### src/rtl/pq_pkg.sv
package pq_pkg;
  typedef enum logic [1:0] {
    PQ_STEP   = 2'd0,
    PQ_CKPT   = 2'd1,
    PQ_COMMIT = 2'd2
  } pq_src_e;
endpackage

### src/rtl/pq_entries.sv
module pq_entries #(
  parameter int DEPTH = 128,
  localparam int IDX_W = $clog2(DEPTH)
) (
  input  logic             clk_i,
  input  logic             rst_ni,
  input  logic             rsv_i,
  input  logic [IDX_W-1:0] rsv_idx_i,
  input  logic             wr_i,
  input  logic [IDX_W-1:0] wr_idx_i,
  input  logic             wr_pred_i,
  input  logic [IDX_W-1:0] rd_idx_i,
  output logic             rd_written_o,
  output logic             rd_pred_o
);
  logic [DEPTH-1:0] written_q;
  logic [DEPTH-1:0] pred_q;

  for (genvar e = 0; e < DEPTH; e++) begin : g_ent
    logic rsv_hit, wr_hit;
    assign rsv_hit = rsv_i && (rsv_idx_i == IDX_W'(e));
    assign wr_hit  = wr_i  && (wr_idx_i  == IDX_W'(e));
    always_ff @(posedge clk_i or negedge rst_ni) begin
      if (!rst_ni) begin
        written_q[e] <= 1'b0;
        pred_q[e]    <= 1'b0;
      end else if (rsv_hit) begin
        written_q[e] <= 1'b0;
      end else if (wr_hit) begin
        written_q[e] <= 1'b1;
        pred_q[e]    <= wr_pred_i;
      end
    end
  end

  assign rd_written_o = written_q[rd_idx_i];
  assign rd_pred_o    = pred_q[rd_idx_i];

  // writing an entry while it is being reserved is illegal
  AST_WR_NOT_RSV: assert property (@(posedge clk_i) disable iff (!rst_ni)
    (wr_i && rsv_i) |-> (wr_idx_i != rsv_idx_i));
endmodule

### src/rtl/pq_ckpt_file.sv
module pq_ckpt_file #(
  parameter int NUM_CKPT = 8,
  parameter int PW = 8,
  localparam int CID_W = $clog2(NUM_CKPT)
) (
  input  logic             clk_i,
  input  logic             rst_ni,
  input  logic             save_i,
  input  logic [CID_W-1:0] save_id_i,
  input  logic [PW-1:0]    save_head_i,
  input  logic [PW-1:0]    save_tail_i,
  input  logic [CID_W-1:0] rd_id_i,
  output logic [PW-1:0]    rd_head_o,
  output logic [PW-1:0]    rd_tail_o
);
  logic [PW-1:0] head_q [NUM_CKPT];
  logic [PW-1:0] tail_q [NUM_CKPT];

  for (genvar s = 0; s < NUM_CKPT; s++) begin : g_slot
    always_ff @(posedge clk_i or negedge rst_ni) begin
      if (!rst_ni) begin
        head_q[s] <= '0;
        tail_q[s] <= '0;
      end else if (save_i && (save_id_i == CID_W'(s))) begin
        head_q[s] <= save_head_i;
        tail_q[s] <= save_tail_i;
      end
    end
  end

  assign rd_head_o = head_q[rd_id_i];
  assign rd_tail_o = tail_q[rd_id_i];
endmodule

### src/rtl/pq_commit.sv
module pq_commit #(
  parameter int DEPTH = 128,
  localparam int PW = $clog2(DEPTH) + 1
) (
  input  logic          clk_i,
  input  logic          rst_ni,
  input  logic          push_ret_i,
  input  logic          pop_ret_i,
  output logic [PW-1:0] chead_o,
  output logic [PW-1:0] chead_nxt_o,
  output logic [PW-1:0] ctail_nxt_o
);
  logic [PW-1:0] chead_q, ctail_q;

  assign chead_nxt_o = chead_q + PW'(pop_ret_i);
  assign ctail_nxt_o = ctail_q + PW'(push_ret_i);
  assign chead_o     = chead_q;

  always_ff @(posedge clk_i or negedge rst_ni) begin
    if (!rst_ni) begin
      chead_q <= '0;
      ctail_q <= '0;
    end else begin
      chead_q <= chead_nxt_o;
      ctail_q <= ctail_nxt_o;
    end
  end

  AST_COMMIT_ORDER: assert property (@(posedge clk_i) disable iff (!rst_ni)
    (ctail_q - chead_q) <= PW'(DEPTH));
endmodule

### src/rtl/pred_queue.sv
module pred_queue
  import pq_pkg::*;
#(
  parameter int DEPTH = 128,
  parameter int NUM_CKPT = 8,
  localparam int IDX_W = $clog2(DEPTH),
  localparam int PW = IDX_W + 1,
  localparam int CID_W = $clog2(NUM_CKPT)
) (
  input  logic             clk_i,
  input  logic             rst_ni,
  input  logic             push_req_i,
  output logic             push_gnt_o,
  output logic [IDX_W-1:0] push_idx_o,
  input  logic             wr_vld_i,
  input  logic [IDX_W-1:0] wr_idx_i,
  input  logic             wr_pred_i,
  input  logic             pop_req_i,
  output logic             pop_hit_o,
  output logic             pop_pred_o,
  input  logic             push_ret_i,
  input  logic             pop_ret_i,
  input  logic             ckpt_save_i,
  input  logic [CID_W-1:0] ckpt_save_id_i,
  input  logic             rcv_i,
  input  logic [CID_W-1:0] rcv_id_i,
  input  logic             flush_i,
  output logic [PW-1:0]    len_o
);
  logic [PW-1:0] head_q, tail_q, len_q;
  logic [PW-1:0] head_d, tail_d, len_d;
  logic [PW-1:0] avail;
  logic [PW-1:0] ck_head, ck_tail;
  logic [PW-1:0] chead, chead_nxt, ctail_nxt;
  logic          push_go, pop_go, rd_written, rd_pred;
  pq_src_e       src;

  assign avail      = tail_q - head_q;
  assign push_gnt_o = (len_q != PW'(DEPTH));
  assign push_go    = push_req_i && push_gnt_o && !flush_i && !rcv_i;
  assign pop_go     = pop_req_i && (avail != '0) && !flush_i && !rcv_i;
  assign push_idx_o = tail_q[IDX_W-1:0];
  assign len_o      = len_q;

  pq_entries #(.DEPTH(DEPTH)) i_entries (
    .clk_i       (clk_i),
    .rst_ni      (rst_ni),
    .rsv_i       (push_go),
    .rsv_idx_i   (tail_q[IDX_W-1:0]),
    .wr_i        (wr_vld_i),
    .wr_idx_i    (wr_idx_i),
    .wr_pred_i   (wr_pred_i),
    .rd_idx_i    (head_q[IDX_W-1:0]),
    .rd_written_o(rd_written),
    .rd_pred_o   (rd_pred)
  );

  pq_ckpt_file #(.NUM_CKPT(NUM_CKPT), .PW(PW)) i_ckpt (
    .clk_i      (clk_i),
    .rst_ni     (rst_ni),
    .save_i     (ckpt_save_i),
    .save_id_i  (ckpt_save_id_i),
    .save_head_i(head_q),
    .save_tail_i(tail_q),
    .rd_id_i    (rcv_id_i),
    .rd_head_o  (ck_head),
    .rd_tail_o  (ck_tail)
  );

  pq_commit #(.DEPTH(DEPTH)) i_commit (
    .clk_i      (clk_i),
    .rst_ni     (rst_ni),
    .push_ret_i (push_ret_i),
    .pop_ret_i  (pop_ret_i),
    .chead_o    (chead),
    .chead_nxt_o(chead_nxt),
    .ctail_nxt_o(ctail_nxt)
  );

  assign pop_hit_o  = (avail != '0) && rd_written;
  assign pop_pred_o = pop_hit_o && rd_pred;

  always_comb begin
    if (flush_i)    src = PQ_COMMIT;
    else if (rcv_i) src = PQ_CKPT;
    else            src = PQ_STEP;
  end

  always_comb begin
    unique case (src)
      PQ_COMMIT: begin
        head_d = chead_nxt;
        tail_d = ctail_nxt;
        len_d  = ctail_nxt - chead_nxt;
      end
      PQ_CKPT: begin
        head_d = ck_head;
        tail_d = ck_tail;
        len_d  = ck_tail - chead_nxt;  // retired pops since the snapshot are accounted
      end
      default: begin
        head_d = head_q + PW'(pop_go);
        tail_d = tail_q + PW'(push_go);
        len_d  = len_q + PW'(push_go) - PW'(pop_ret_i);
      end
    endcase
  end

  always_ff @(posedge clk_i or negedge rst_ni) begin
    if (!rst_ni) begin
      head_q <= '0;
      tail_q <= '0;
      len_q  <= '0;
    end else begin
      head_q <= head_d;
      tail_q <= tail_d;
      len_q  <= len_d;
    end
  end

  AST_NO_OVERFLOW: assert property (@(posedge clk_i) disable iff (!rst_ni)
    len_q <= PW'(DEPTH));
  AST_LEN_TRACK: assert property (@(posedge clk_i) disable iff (!rst_ni)
    len_q == (tail_q - chead));
  AST_SPEC_ORDER: assert property (@(posedge clk_i) disable iff (!rst_ni)
    avail <= PW'(DEPTH));
  AST_FULL_HOLD: assert property (@(posedge clk_i) disable iff (!rst_ni)
    (!push_gnt_o && !flush_i && !rcv_i) |=> (tail_q == $past(tail_q)));
endmodule

### config.mk
export PLATFORM = sky130hd
export DESIGN_NAME = pred_queue
export DESIGN_NICKNAME = d
export VERILOG_FILES = /design/src/rtl/pq_pkg.sv /design/src/rtl/pq_entries.sv /design/src/rtl/pq_ckpt_file.sv /design/src/rtl/pq_commit.sv /design/src/rtl/pred_queue.sv
export SDC_FILE = /design/constraint.sdc
export NUM_CORES = 1
export LEC_CHECK = 0
export BUFFER_PORTS_ARGS = -buffer_cell sky130_fd_sc_hd__buf_2
export CORE_MARGIN = 1.5
export CORE_UTILIZATION = 45
export DETAILED_ROUTE_END_ITERATION = 10
export PLACE_DENSITY_LB_ADDON = 0.05
export SLEW_MARGIN = 20
export SYNTH_ARGS = -nofsm -noshare
export SYNTH_HDL_FRONTEND = slang
export SYNTH_SLANG_ARGS = --single-unit
export TNS_END_PERCENT = 30
### constraint.sdc
create_clock -name clk_i -period 5.05 [get_ports clk_i]
set_input_delay 1.01 -clock clk_i [delete_from_list [all_inputs] [get_ports clk_i]]
set_output_delay 1.01 -clock clk_i [all_outputs]
set_load 0.01 [all_outputs]
== Word level (Yosys, flattened, before mapping) ==
Index checks and enable logic that the tools add are counted.

* Register bits: 424
* Logic and storage cells: 1486

* Add/subtract/negate cells: 9
* $lt $le $gt $ge: 2
* Eq/ne operators: 264
* Muxes and demuxes: 271
* Bitwise gates (word level): 129
* Reduce and logical (&&, ||, !) cells: 534

{| class="wikitable"
|+ Operators with widths
! operator !! number
|-
| 7-bit == test, second input constant || 128
|-
| 7-bit by 6-bit == test with 1-bit output, second input constant || 64
|-
| 1-bit logical AND || 272
|-
| 1-bit 2-to-1 mux || 259
|-
| 2-bit AND reduction || 128
|-
| 2-bit nonzero test || 128
|-
| 7-bit by 5-bit == test with 1-bit output, second input constant || 32
|-
| 1-bit NOT || 128
|-
| 7-bit by 4-bit == test with 1-bit output, second input constant || 16
|-
| 7-bit by 3-bit == test with 1-bit output, second input constant || 8
|-
| 8-bit binary-select mux with 3-bit select || 2
|-
| 8-bit case mux with 2 select lines || 3
|-
| 8-bit by 1-bit adder with 8-bit output || 5
|-
| 8-bit 2-to-1 mux || 4
|-
| 7-bit by 2-bit == test with 1-bit output, second input constant || 4
|-
| 8-bit subtractor || 3
|-
| 1-bit binary-select mux with 7-bit select || 2
|-
| 7-bit by 1-bit == test with 1-bit output, second input constant || 2
|-
| 7-bit logical NOT || 2
|-
| 3-bit == test, second input constant || 4
|-
| 7-bit by 8-bit less-than comparator with 1-bit output, second input constant || 1
|-
| 8-bit inequality test, second input constant || 1
|-
| 8-bit nonzero test || 1
|-
| 8-bit by 1-bit subtractor with 8-bit output || 1
|-
| other kinds (9) || 11
|}

== Depth between registers and ports, before layout ==
Gate-level depths: netlist of run 1.

* Word-level depth: 7
* Mapped depth: 18
* Gate-level depth less buffers: 17

== Cells and area by module ==
Synthesis of run 1 repeated with hierarchy kept, for this count alone.

* Cell total of the unflattened synthesis: 1830
* Area total of the unflattened synthesis: 22123.7 um^2

{| class="wikitable"
|+ By module, submodules not included
! module !! times used !! cells each !! area an instance (um^2) !! seq. area each (um^2)
|-
| pq_entries || 1 || 1160 || 13153.9 || 6406.1
|-
| pq_ckpt_file || 1 || 336 || 5929.4 || 3203.1
|-
| pred_queue || 1 || 286 || 2389.8 || 600.6
|-
| pq_commit || 1 || 48 || 650.6 || 400.4
|}

== Worst setup path after synthesis of run 1 ==
No wires, ideal clock.

* Kind: reg2out
* From: register head_q[1]
* To: output pop_pred_o
* Arrival: 2.967 ns
* Setup slack: 1.073 ns
* Cell stages (with the launch flop): 13
* Path buffers: 3
* Cell sequence: dfrtp_1 -> buf_4 -> buf_2 -> inv_1 -> clkbuf_1 -> ha_1 -> nor2b_1 -> o21ai_0 -> nand2b_1 -> or4_1 -> a2111oi_0 -> a211oi_1 -> o21a_1

* Word-level cells in the longest chain between the ends: 4
* Elaborated cells on any way between the ends: 8
* Classes of those cells: 1 x add/sub; 4 x mux; 3 x reduce/logical

{| class="wikitable"
|+ RTL lines
! what !! line !! RTL
|-
| from (decl) || pred_queue.sv:30 || <nowiki>logic [PW-1:0] head_q, tail_q, len_q;</nowiki>
|-
| from (signal assigned) || pred_queue.sv:111 || <nowiki>head_q <= '0;</nowiki>
|-
| from (signal assigned) || pred_queue.sv:115 || <nowiki>head_q <= head_d;</nowiki>
|-
| 8-bit subtractor or 1-bit binary-select mux with 7-bit select (tied branches) || pred_queue.sv:38, pq_entries.sv:36 ||
|-
| 8-bit nonzero test or 1-bit 2-to-1 mux (tied branches) || pred_queue.sv:80, pq_entries.sv:36 ||
|-
| 1-bit logical AND * || pred_queue.sv:80 || <nowiki>assign pop_hit_o = (avail != '0) && rd_written;</nowiki>
|-
| net pop_hit_o || pred_queue.sv:19 || <nowiki>output logic pop_hit_o,</nowiki>
|-
| 1-bit logical AND * || pred_queue.sv:81 || <nowiki>assign pop_pred_o = pop_hit_o && rd_pred;</nowiki>
|-
| to (decl) || pred_queue.sv:20 || <nowiki>output logic pop_pred_o,</nowiki>
|}

Mark *: on every way through the listed nets, which the timed path passes. The rest lies on a longest branch. The select of a mux whose other input is x is not followed.

== Final worst setup path of run 1 ==
* From: register head_q[0]
* To: output pop_pred_o

* Word-level cells in the longest chain between the ends: 4
* Elaborated cells on any way between the ends: 8
* Classes of those cells: 1 x add/sub; 4 x mux; 3 x reduce/logical

{| class="wikitable"
|+ RTL lines
! what !! line
|-
| 8-bit subtractor or 1-bit binary-select mux with 7-bit select (tied branches) || pred_queue.sv:38, pq_entries.sv:36
|-
| 8-bit nonzero test or 1-bit 2-to-1 mux (tied branches) || pred_queue.sv:80, pq_entries.sv:36
|-
| 1-bit logical AND || pred_queue.sv:80
|-
| 1-bit logical AND * || pred_queue.sv:81
|}

Every way passes the cells marked *; elsewhere a longest branch is shown, timed or not. The select of a mux whose other input is x is not followed.

==> impl_results.md, run 1 <==
- Worst setup path end: pop_pred_o
- Clock Latency Late Sink: between 0.5 and 0.6 ns
- 1st-pass router iterations: 5
- Cells after Synth: ~1900
- Row count: 80
- N_diodes: 0
- Total grt overflow: 0
- Peak VDD IR: ~0.25 mV
- Seq cells post-synth: 424
- WS Path Type: reg2out
- Area fraction in compound gates after synthesis: 10.72%
- CTS Buffer Depth: 3
- DP Cell Count: 2479
- Proportion of synthesized area in mux cells: about a quarter
- Mapped Avg Cell Area: between 10 and 15 um^2
- Antenna Violating Nets Remaining: 0
- Post-synth net total: between 1500 and 2000
- Initial DRC count: 1289
- Cell variety after synth: between 60 and 70
- Seq/Total Area, Yosys: approximately half
- Power per Cell Area: 504.5 nW/um^2
- Synth warn: 0
- DIE AREA: between 50000 and 60000 um^2
- Clock skew: ~0.018 ns
- Post-Syn Area: between 20000 and 25000 um^2
- Leakage power: ~11 nW
- Vias in the first global route: between 15000 and 20000
- Startpoint Class: flip-flop
- Post-Synth Adder-Cell Area: under 10%
- Initial antenna violation count: 0
- Post-CTS sizing: 0
- Starting Density: 45.76%
- CP Capture Type: output pin
- Vias/cell: 6.193
- Simple-Gate Fraction of Synth Area: 9.091%
- Crit. Startpoint: head_q[0]
- Post-synth EDFFs: 0
- Hold Crit Class: in2async
- Fmax: 211.5 MHz
- # DRC: 0
- RSZ-0062 raised after global routing: no
- Status: finished clean
- Slew HR: between 20% and 30%
- CP max FO: 32
- H-tree depth: 2
- Post-DP HPWL: approximately 46000 um
- R2r worst-path depth: 15
- Die height: 223.8 um
- I/O Buffers: a little over 40
- Largest family of logic cells by synthesized area: multiplexers
- Die Width: about 220 um
- Total vias in the final route: approximately 16000
- Final setup viols: 0
- Final Max Slew Viols: 0
- R2R setup slack: 1.30 ns
- Final Hold Viols: 0
- R2r startpoint: head_q[1]
- Ys flop type: dfrtp_1
- CTS clk-pin slew, worst paths: roughly 0.060 ns
- Final nets: 1974
- TritonCTS clock tree: yes
- Period utilisation layout: 93.63%
- WP data arrival: between 3 and 4 ns
- I/O pins: 42
- # Post-CTS Setup Buffers: 0
- Clock sinks: approximately 420
- Worst Max-Slew Pin Slew: about 1.1 ns
- Asr flop ratio synth: 100.0%
- Num CTS Buffers: 48
- Routability cong.: between 0.8 and 0.9
- Final WL: about 69000 um
- Final min period: ~4.7 ns
- CORE AREA: 47950 um^2
- Reg2reg end: head_q[4]
- Largest net degree at the start of global routing: between 100 and 150
- Area grow syn2layout: 11.49%
- Wire length per cell: about 27 um
- Fraction of layout cells with a size suffix above 1: 27.78%
- Synth Area in XOR/XNOR: about 1.6%
- First-pass GRT wire length: between 100000 and 150000 um
- CP required: roughly 4.0 ns
- Total track usage: 28.38%
- Hold Buf Count CTS: 0
- Root buffer cell: clkbuf_16
- Final TNS setup: 0 ns
- Max-cap viol count: 0
- Fin cells: 2566
sequential cells by signal, indices dropped and copies added, names as in the netlist:
signal and flops:
tail_q 8, i_ckpt.tail_q 64, i_ckpt.head_q 64, i_entries.written_q 128
i_entries.pred_q 128, len_o 8, i_commit.chead_o 8, i_commit.ctail_q 8
head_q 8
cell families after synthesis:
group / after synthesis
and+or+nand+nor: 432
xor gates and xnor gates: 40
muxes: 371
adders and majority gates: 35
buffers and inverters: 198
DFF: 424
AOI/OAI and AO/OA: 416
through the flow:
step	utilization [%]	total power, mW	setup slack, ns	cell area [um^2]	hold WS [ns]
finish	51.01	12.34	0.3218	24460	0.2946
global placement	47.71	8.865	0.9202	22880	0.4579
floorplan	-	7.561	1.073	21940	0.4446
CTS	50.94	12.43	0.2549	24430	0.4781
detailed placement	47.71	8.947	0.8932	22880	0.4651
global route	51.01	13.02	0.1092	24460	0.2935
Yosys cell counts (10+ instances only):
cell	n	area share, %
nor3_1	59	1.3
xnor2_1	21	0.84
inv_1	29	0.50
mux2i_1	38	1.7
clkbuf_1	117	2.0
nand2b_1	10	0.29
a21oi_1	214	4.9
o211ai_1	48	1.6
mux2_2	229	12
buf_2	16	0.37
o21ai_0	73	1.7
mux4_2	90	9.2
xor2_1	19	0.76
dfrtp_1	424	48
ha_1	33	1.9
nand3_1	36	0.82
mux4_1	10	1.2
buf_4	11	0.38
a31oi_1	51	1.5
buf_1	13	0.22
nor2_1	127	2.2
nand2_1	136	2.3
layer usage:
metal	global-route usage (%)	wire length [um]
met1	38.51	29510
met2	45.57	32220
met3	4.669	4369
met4	11.53	2816
met5	0	0
worst max-delay path: stages (launching register included):
cell      delay [ns]
dfrtp_4         0.86
buf_12          0.35
mux4_1          0.61
mux4_2          0.50
nor3_1          0.15
a31oi_1         0.06
a21oi_1         0.18
a211oi_1        0.11
o21a_1          0.15
buf_2           0.13
report_power, final:
| part | total (mW) | internal (mW) | switching [mW] |
|---|---|---|---|
| Clock | 3.43 | 2.01 | 1.43 |
| Sequential | 4.72 | 4.17 | 0.550 |
| Combinational | 4.18 | 1.83 | 2.35 |
| Total | 12.3 | 8.01 | 4.32 |
worst min path at each step:
stage | start | endpoint | cells after the start
finish | rst_ni | len_o[4] | 1
global route | rst_ni | i_entries.written_q[1] | 1
CTS | i_ckpt.head_q[2] | i_ckpt.head_q[2] | 2
detailed placement | i_ckpt.head_q[2] | i_ckpt.head_q[2] | 2
global placement | i_ckpt.head_q[19] | i_ckpt.head_q[19] | 2
floorplan | i_ckpt.head_q[10] | i_ckpt.head_q[10] | 2
placed cells by master, fill, tap and decap left out, types with 21 or more instances in the layout:
cell type	Yosys	routed
a21oi_1	214	214
a31oi_1	51	51
buf_2	16	39
buf_4	11	67
clkbuf_16	0	49
dfrtp_1	424	422
ha_1	33	33
inv_1	29	29
mux2_2	229	229
mux2i_1	38	38
mux4_2	90	90
nand2_1	136	136
nand3_1	36	36
nor2_1	127	127
nor3_1	59	48
o211ai_1	48	48
o21ai_0	73	73
xnor2_1	21	21
final cells by class:
cell class	count	area (um^2)
inverters	34	127.6
flip-flops and latches	424	10620
well taps	615	769.5
repair buffers	113	840.8
clock buffers	75	1484
clock inverters	11	65.06
multi-input cells	1294	10560
fillers	4277	23490
(Power assumes the default switching activity.)
==> run 2, diff against run 1 <==
BUFFER_PORTS_ARGS = default   (was -buffer_cell sky130_fd_sc_hd__buf_2)
CORE_MARGIN = 1   (was 1.5)
DONT_BUFFER_PORTS = 1   (was default)
SKIP_CTS_REPAIR_TIMING = 1   (was default)
==> run 2 against run 1 <==
- die area down 0.89%
- worst setup slack worse by 0.081 ns
- critical path type unchanged
- sequential power about the same
- register-to-register slack better by 0.02 ns
- the run now ends with max-slew violations left
- largest power group unchanged
- critical path depth down 2
- critical endpoint unchanged
==> impl_results.md, run 2 (synthesis results as in run 1) <==
- Status: finished with violations
- Failing checks: max-slew violations
- WP data arrival: 3.80 ns (+0.08 ns)
- Total grt overflow: 0 (unchanged)
- R2R setup slack: 1.32 ns (+0.02 ns)
- Clock Latency Late Sink: 0.59 ns (about the same)
- Most frequent cells in the layout: dfrtp_1, mux2_2, a21oi_1
- Final setup viols: 0 (unchanged)
- Largest regs: i_entries.pred_q (128), i_entries.written_q (128)
- Hold Slack: 0.1255 ns (-0.1691 ns)
- Cell Area, Placed: 22540 um^2 (-1.5%)
- Slew HR: -32.35% (-55 points)
- Final Max Slew Viols: 258 (+258)
- Initial DRC count: 1483 (+15%)
- Final min period: 4.809 ns (+0.08090 ns)
- Area grow syn2layout: 9.576%
- TritonCTS clock tree: yes
- # DRC: 0 (unchanged)
- Power per Cell Area: 499.2 nW/um^2 (-1.0%)
- DP Worst Slack: 0.8021 ns (-0.09108 ns)
- Reg2reg end: head_q[4]
- Final WL: 70490 um (+2.3%)
- Row count: 80 (unchanged)
- Die height: 222.8 um (-0.45%)
- R2r worst-path depth: 13 (-2)
- Vias/cell: 6.311 (+1.9%)
- DP Cell Count: 2428 (-2.1%)
- Clock skew: 0.02083 ns (+0.003103 ns)
- N_diodes: 0 (unchanged)
- Initial antenna violation count: 2 (+2)
- Vias in the first global route: 16155 (-0.99%)
- Final Hold Viols: 0 (unchanged)
- I/O Buffers: 0 (-100%)
- R2r startpoint: head_q[0]
- Clock sinks: 424 (unchanged)
- CTS Buffer Depth: 3 (unchanged)
- H-tree depth: 2 (unchanged)
- RSZ-0062 raised after global routing: no
- Final WS setup: 0.2409 ns (-0.08090 ns)
- Period utilisation layout: 95.23% (+1.6 points)
- Worst Max-Slew Pin Slew: 1.985 ns (+0.8361 ns)
- Total vias in the final route: 15853 (-0.24%)
- DIE AREA: 49640 um^2 (-0.89%)
- Fmax: 207.9 MHz (-1.7%)
- Hold Crit Class: in2async
- Startpoint Class: flip-flop
- Leakage power: 10.61 nW (-2.5%)
- CP required: 4.04 ns (about the same)
- Peak VDD IR: 0.2500 mV (+0.76%)
- 1st-pass router iterations: 5 (unchanged)
- WS Path Type: reg2out
- Fraction of layout cells with a size suffix above 1: 25.62% (-2.2 points)
- Total track usage: 29.02% (+0.63 points)
- First-pass GRT wire length: 106600 um (+0.55%)
- Post-DP HPWL: 44010 um (-3.6%)
- Wire length per cell: 28.06 um (+4.5%)
- CTS clk-pin slew, worst paths: 0.06 ns (about the same)
- I/O pins: 42 (unchanged)
- Root buffer cell: clkbuf_16
- Final TNS setup: 0 ns (unchanged)
- Max-cap viol count: 0 (unchanged)
- Util after Layout: 50.14% (-0.87 points)
- Design Power: 12.00 mW (-2.7%)
- Die Width: 222.8 um (-0.45%)
- Starting Density: 45.76% (unchanged)
- Most common cell after layout, fill and taps aside: dfrtp_1
- CP max FO: 35 (+9.4%)
- CP Capture Type: output pin
- CORE AREA: 47950 um^2 (unchanged)
- Fin cells: 2512 (-2.1%)
- Antenna Violating Nets Remaining: 0 (unchanged)
- Num CTS Buffers: 48 (unchanged)
- Final nets: 1922 (-2.6%)
- Routability cong.: 0.8726 (+1.2%)
- Largest net degree at the start of global routing: 425 (+240%)
- Final Cell Area: 24040 um^2 (-1.7%)
## run 2: power breakdown
group          total, mW  internal, mW  switching, mW
logic               3.93          1.78           2.15
registers           4.70          4.17          0.525
clock network       3.37          1.95           1.42
total               12.0          7.90           4.10
## run 2: per-layer routing
| layer | track usage, % | vias up | wire length, um |
|---|---|---|---|
| met1 | 39.05 | 8189 | 29390 |
| li1 | - | 6886 | - |
| met4 | 11.86 | 4 | 2812 |
| met5 | 0 | - | 27 |
| met3 | 6.890 | 157 | 5722 |
| met2 | 45.13 | 617 | 32530 |
## run 2: cell type report
cell class | count | area, um^2
clock buffers | 74 | 1440
clock inverters | 10 | 57.56
fillers | 4349 | 23910
inverters | 34 | 127.6
multi-input cells | 1294 | 10560
flip-flops and latches | 424 | 10620
well taps | 615 | 769.5
repair buffers | 61 | 470.5
## run 2: worst max-delay path: stages (launching register included)
cell      delay [ns]
dfrtp_4         0.84
buf_12          0.34
buf_4           0.25
mux4_2          0.52
mux4_2          0.52
o31ai_1         0.26
a221oi_1        0.13
o21a_1          0.29
## run 2: how the worst max path moves through the flow
stage,from,slack (ns),to
after global routing,head_q[0],0.01,pop_pred_o
after floorplan,head_q[1],1.07,pop_pred_o
after detailed placement,head_q[0],0.80,pop_pred_o
after CTS,head_q[0],0.16,pop_pred_o
final,head_q[0],0.24,pop_pred_o
after global placement,head_q[0],0.85,pop_pred_o
==> run 3, diff against run 2 <==
CORE_ASPECT_RATIO = 1.5   (was default)
==> run 3 against run 2 <==
- critical path depth down 1
- die area is essentially flat
- sequential cell count did not move
- combinational power rose by 3%
- routed wire length is 5.7% higher
- clock-buffer cell count is 8 lower
- cell area up 0.40%
- non-clock buffer count grew 1
- sequential share of layout area decreased by 0.17 points
- utilization grew 0.20 points
- the flow now finishes without violations
- clock power increased by 5%
- largest cell class unchanged
==> impl_results.md, run 3 (synthesis results as in run 1) <==
- CP required: 4.04 ns (about the same)
- Hold Crit Class: in2async
- CORE AREA: 47940 um^2 (about the same)
- Row count: 98 (+23%)
- Clock Latency Late Sink: 0.58 ns (about the same)
- Die Width: 182.3 um (-18%)
- Final min period: 4.561 ns (-0.2484 ns)
- Routability cong.: 0.8683 (-0.49%)
- Crit. Startpoint: head_q[0]
- Period utilisation layout: 90.31% (-4.9 points)
- Largest net degree at the start of global routing: 425 (unchanged)
- Met2 routed WL: 37870 um (+16%)
- # DRC: 0 (unchanged)
- Root buffer cell: clkbuf_16
- Total track usage: 30.65% (+1.6 points)
- WP data arrival: 3.55 ns (-0.25 ns)
- CTS clk-pin slew, worst paths: 0.06 ns (about the same)
- CP max FO: 41 (+17%)
- Final Hold Viols: 0 (unchanged)
- Slowest cell on crit path: dfrtp_4
- Vias in the first global route: 16558 (+2.5%)
- Num CTS Buffers: 45 (-6.3%)
- Peak VDD IR: 0.2341 mV (-6.4%)
- Crit-path cells: buf_12 -> mux4_2 -> mux4_2 -> o31ai_1 -> a221oi_1 -> o21a_1
- 1st-pass router iterations: 5 (unchanged)
- WP depth: 6 (-1)
- Fmax: 219.3 MHz (+5.4%)
- Largest regs: i_entries.pred_q (128), i_entries.written_q (128)
- Switching share of total power: 34.52% (+0.36 points)
- Clk pwr share: 28.8% (+0.7 points)
- Clock sinks: 424 (unchanged)
- Pint: 8.044 mW (+1.8%)
- RSZ-0062 raised after global routing: no
- Area grow syn2layout: 10.01%
- Leakage power: 10.63 nW (+0.18%)
- CP peak stage delay: 0.72 ns (-0.12 ns)
- DIE AREA: 49660 um^2 (about the same)
- TritonCTS clock tree: yes
- Status: finished clean
- CP top delay family: multiplexers
- First-pass GRT wire length: 111000 um (+4.1%)
- Final Max Slew Viols: 0 (-100%)
- Sw power: 4.240 mW (+3.4%)
- Final WL: 74530 um (+5.7%)
- Antenna Violating Nets Remaining: 0 (unchanged)
- Top layer in use: met4
- CP Buf/Inv Count: 1 (-1)
- Post-DP HPWL: 48220 um (+9.6%)
- R2R setup slack: 1.45 ns (+0.13 ns)
- Total vias in the final route: 16017 (+1.0%)
- Total grt overflow: 0 (unchanged)
- Hold Slack: 0.1577 ns (+0.03218 ns)
- CP most frequent cell: mux4_2
- Sequential share of power: 38.2% (-1.0 points)
- WS Path Type: reg2out
- CP Capture Type: output pin
- Vias/cell: 6.286 (-0.39%)
- Cell Area, Placed: 22570 um^2 (+0.16%)
- R2r worst-path depth: 11 (-2)
- CTS Buffer Depth: 3 (unchanged)
- Clock skew: 0.02749 ns (+0.006664 ns)
- Wire length per cell: 29.25 um (+4.2%)
- Worst Max-Slew Pin Slew: 1.300 ns (-0.6853 ns)
- Startpoint Class: flip-flop
- Logic pwr share: 33.0% (+0.3 points)
- Most common cell after layout, fill and taps aside: dfrtp_1
- Routed met1 length: 27750 um (-5.6%)
- I/O pins: 42 (unchanged)
- Power per Cell Area: 509.0 nW/um^2 (+2.0%)
- Max-cap viol count: 0 (unchanged)
- Die height: 272.4 um (+22%)
- Reg2reg end: head_q[6]
- Initial antenna violation count: 1 (-1)
- Final Cell Area: 24130 um^2 (+0.40%)
- Fraction of layout cells with a size suffix above 1: 25.83% (+0.21 points)
- Worst setup path end: pop_pred_o
- H-tree depth: 2 (unchanged)
- I/O Buffers: 0 (unchanged)
- R2r startpoint: head_q[3]
- Starting Density: 45.76% (about the same)
- Slew HR: 13.34% (+46 points)
- Final TNS setup: 0 ns (unchanged)
- Most frequent cells in the layout: dfrtp_1, mux2_2, a21oi_1
- Final nets: 1920 (-0.10%)
- Initial DRC count: 1318 (-11%)
- DR WL met3: 4158 um (-27%)
- Final setup viols: 0 (unchanged)
==> run 3: cell count changes in the layout (fill, tap and decap cells not counted), sizes merged <==
cell      before  now
clkbuf        74   66
diode          0    1
bufinv         0    5
clkinvlp       0    2
buf           61   62
==> run 3: final cells by class <==
cell class | count | area (um^2)
Timing Repair Buffer | 62 | 478.0
Tap cell | 650 | 813.3
Antenna cell | 1 | 2.502
Inverter | 34 | 127.6
Clock buffer | 66 | 1335
Clock inverter | 17 | 222.7
Multi-Input combinational cell | 1294 | 10540
Fill cell | 4240 | 23810
Sequential cell | 424 | 10620
==> run 3: layer usage <==
metal  up-vias  global-route usage (%)
met1      8253                   36.38
met3       249                   3.690
met5         -                       0
li1       6887                       -
met4         0                   17.34
met2       628                   53.70
==> run 3: power by group through the flow <==
stage | Combinational (mW) | Sequential [mW] | Clock, mW
global placement | 3.99 | 4.72 | 0
finish | 4.05 | 4.69 | 3.54
floorplan | 3.01 | 4.55 | 0
detailed placement | 4.04 | 4.75 | 0
global route | 4.38 | 4.78 | 3.74
CTS | 4.06 | 4.69 | 3.61
==> run 3: worst min-delay path by stage <==
stage / from / to / slack, ns
2_1_floorplan: i_ckpt.head_q[10] / i_ckpt.head_q[10] / 0.44
5_1_grt: rst_ni / len_o[1] / 0.13
6_report: rst_ni / len_o[0] / 0.16
4_1_cts: rst_ni / head_q[3] / 0.13
3_3_place_gp: i_ckpt.head_q[22] / i_ckpt.head_q[22] / 0.46
3_5_place_dp: i_ckpt.head_q[11] / i_ckpt.head_q[11] / 0.46
==> run 3: stage by stage <==
stage               setup WS, ns  cells  utilization [%]  power (mW)
floorplan                  1.073   1916                -       7.561
detailed placement         1.096   2464            47.08       8.790
finish                    0.4893   2548            50.34       12.28
CTS                       0.4934   2547            50.33       12.36
global route              0.3527   2547            50.33       12.90
global placement           1.130   2464            47.08       8.714
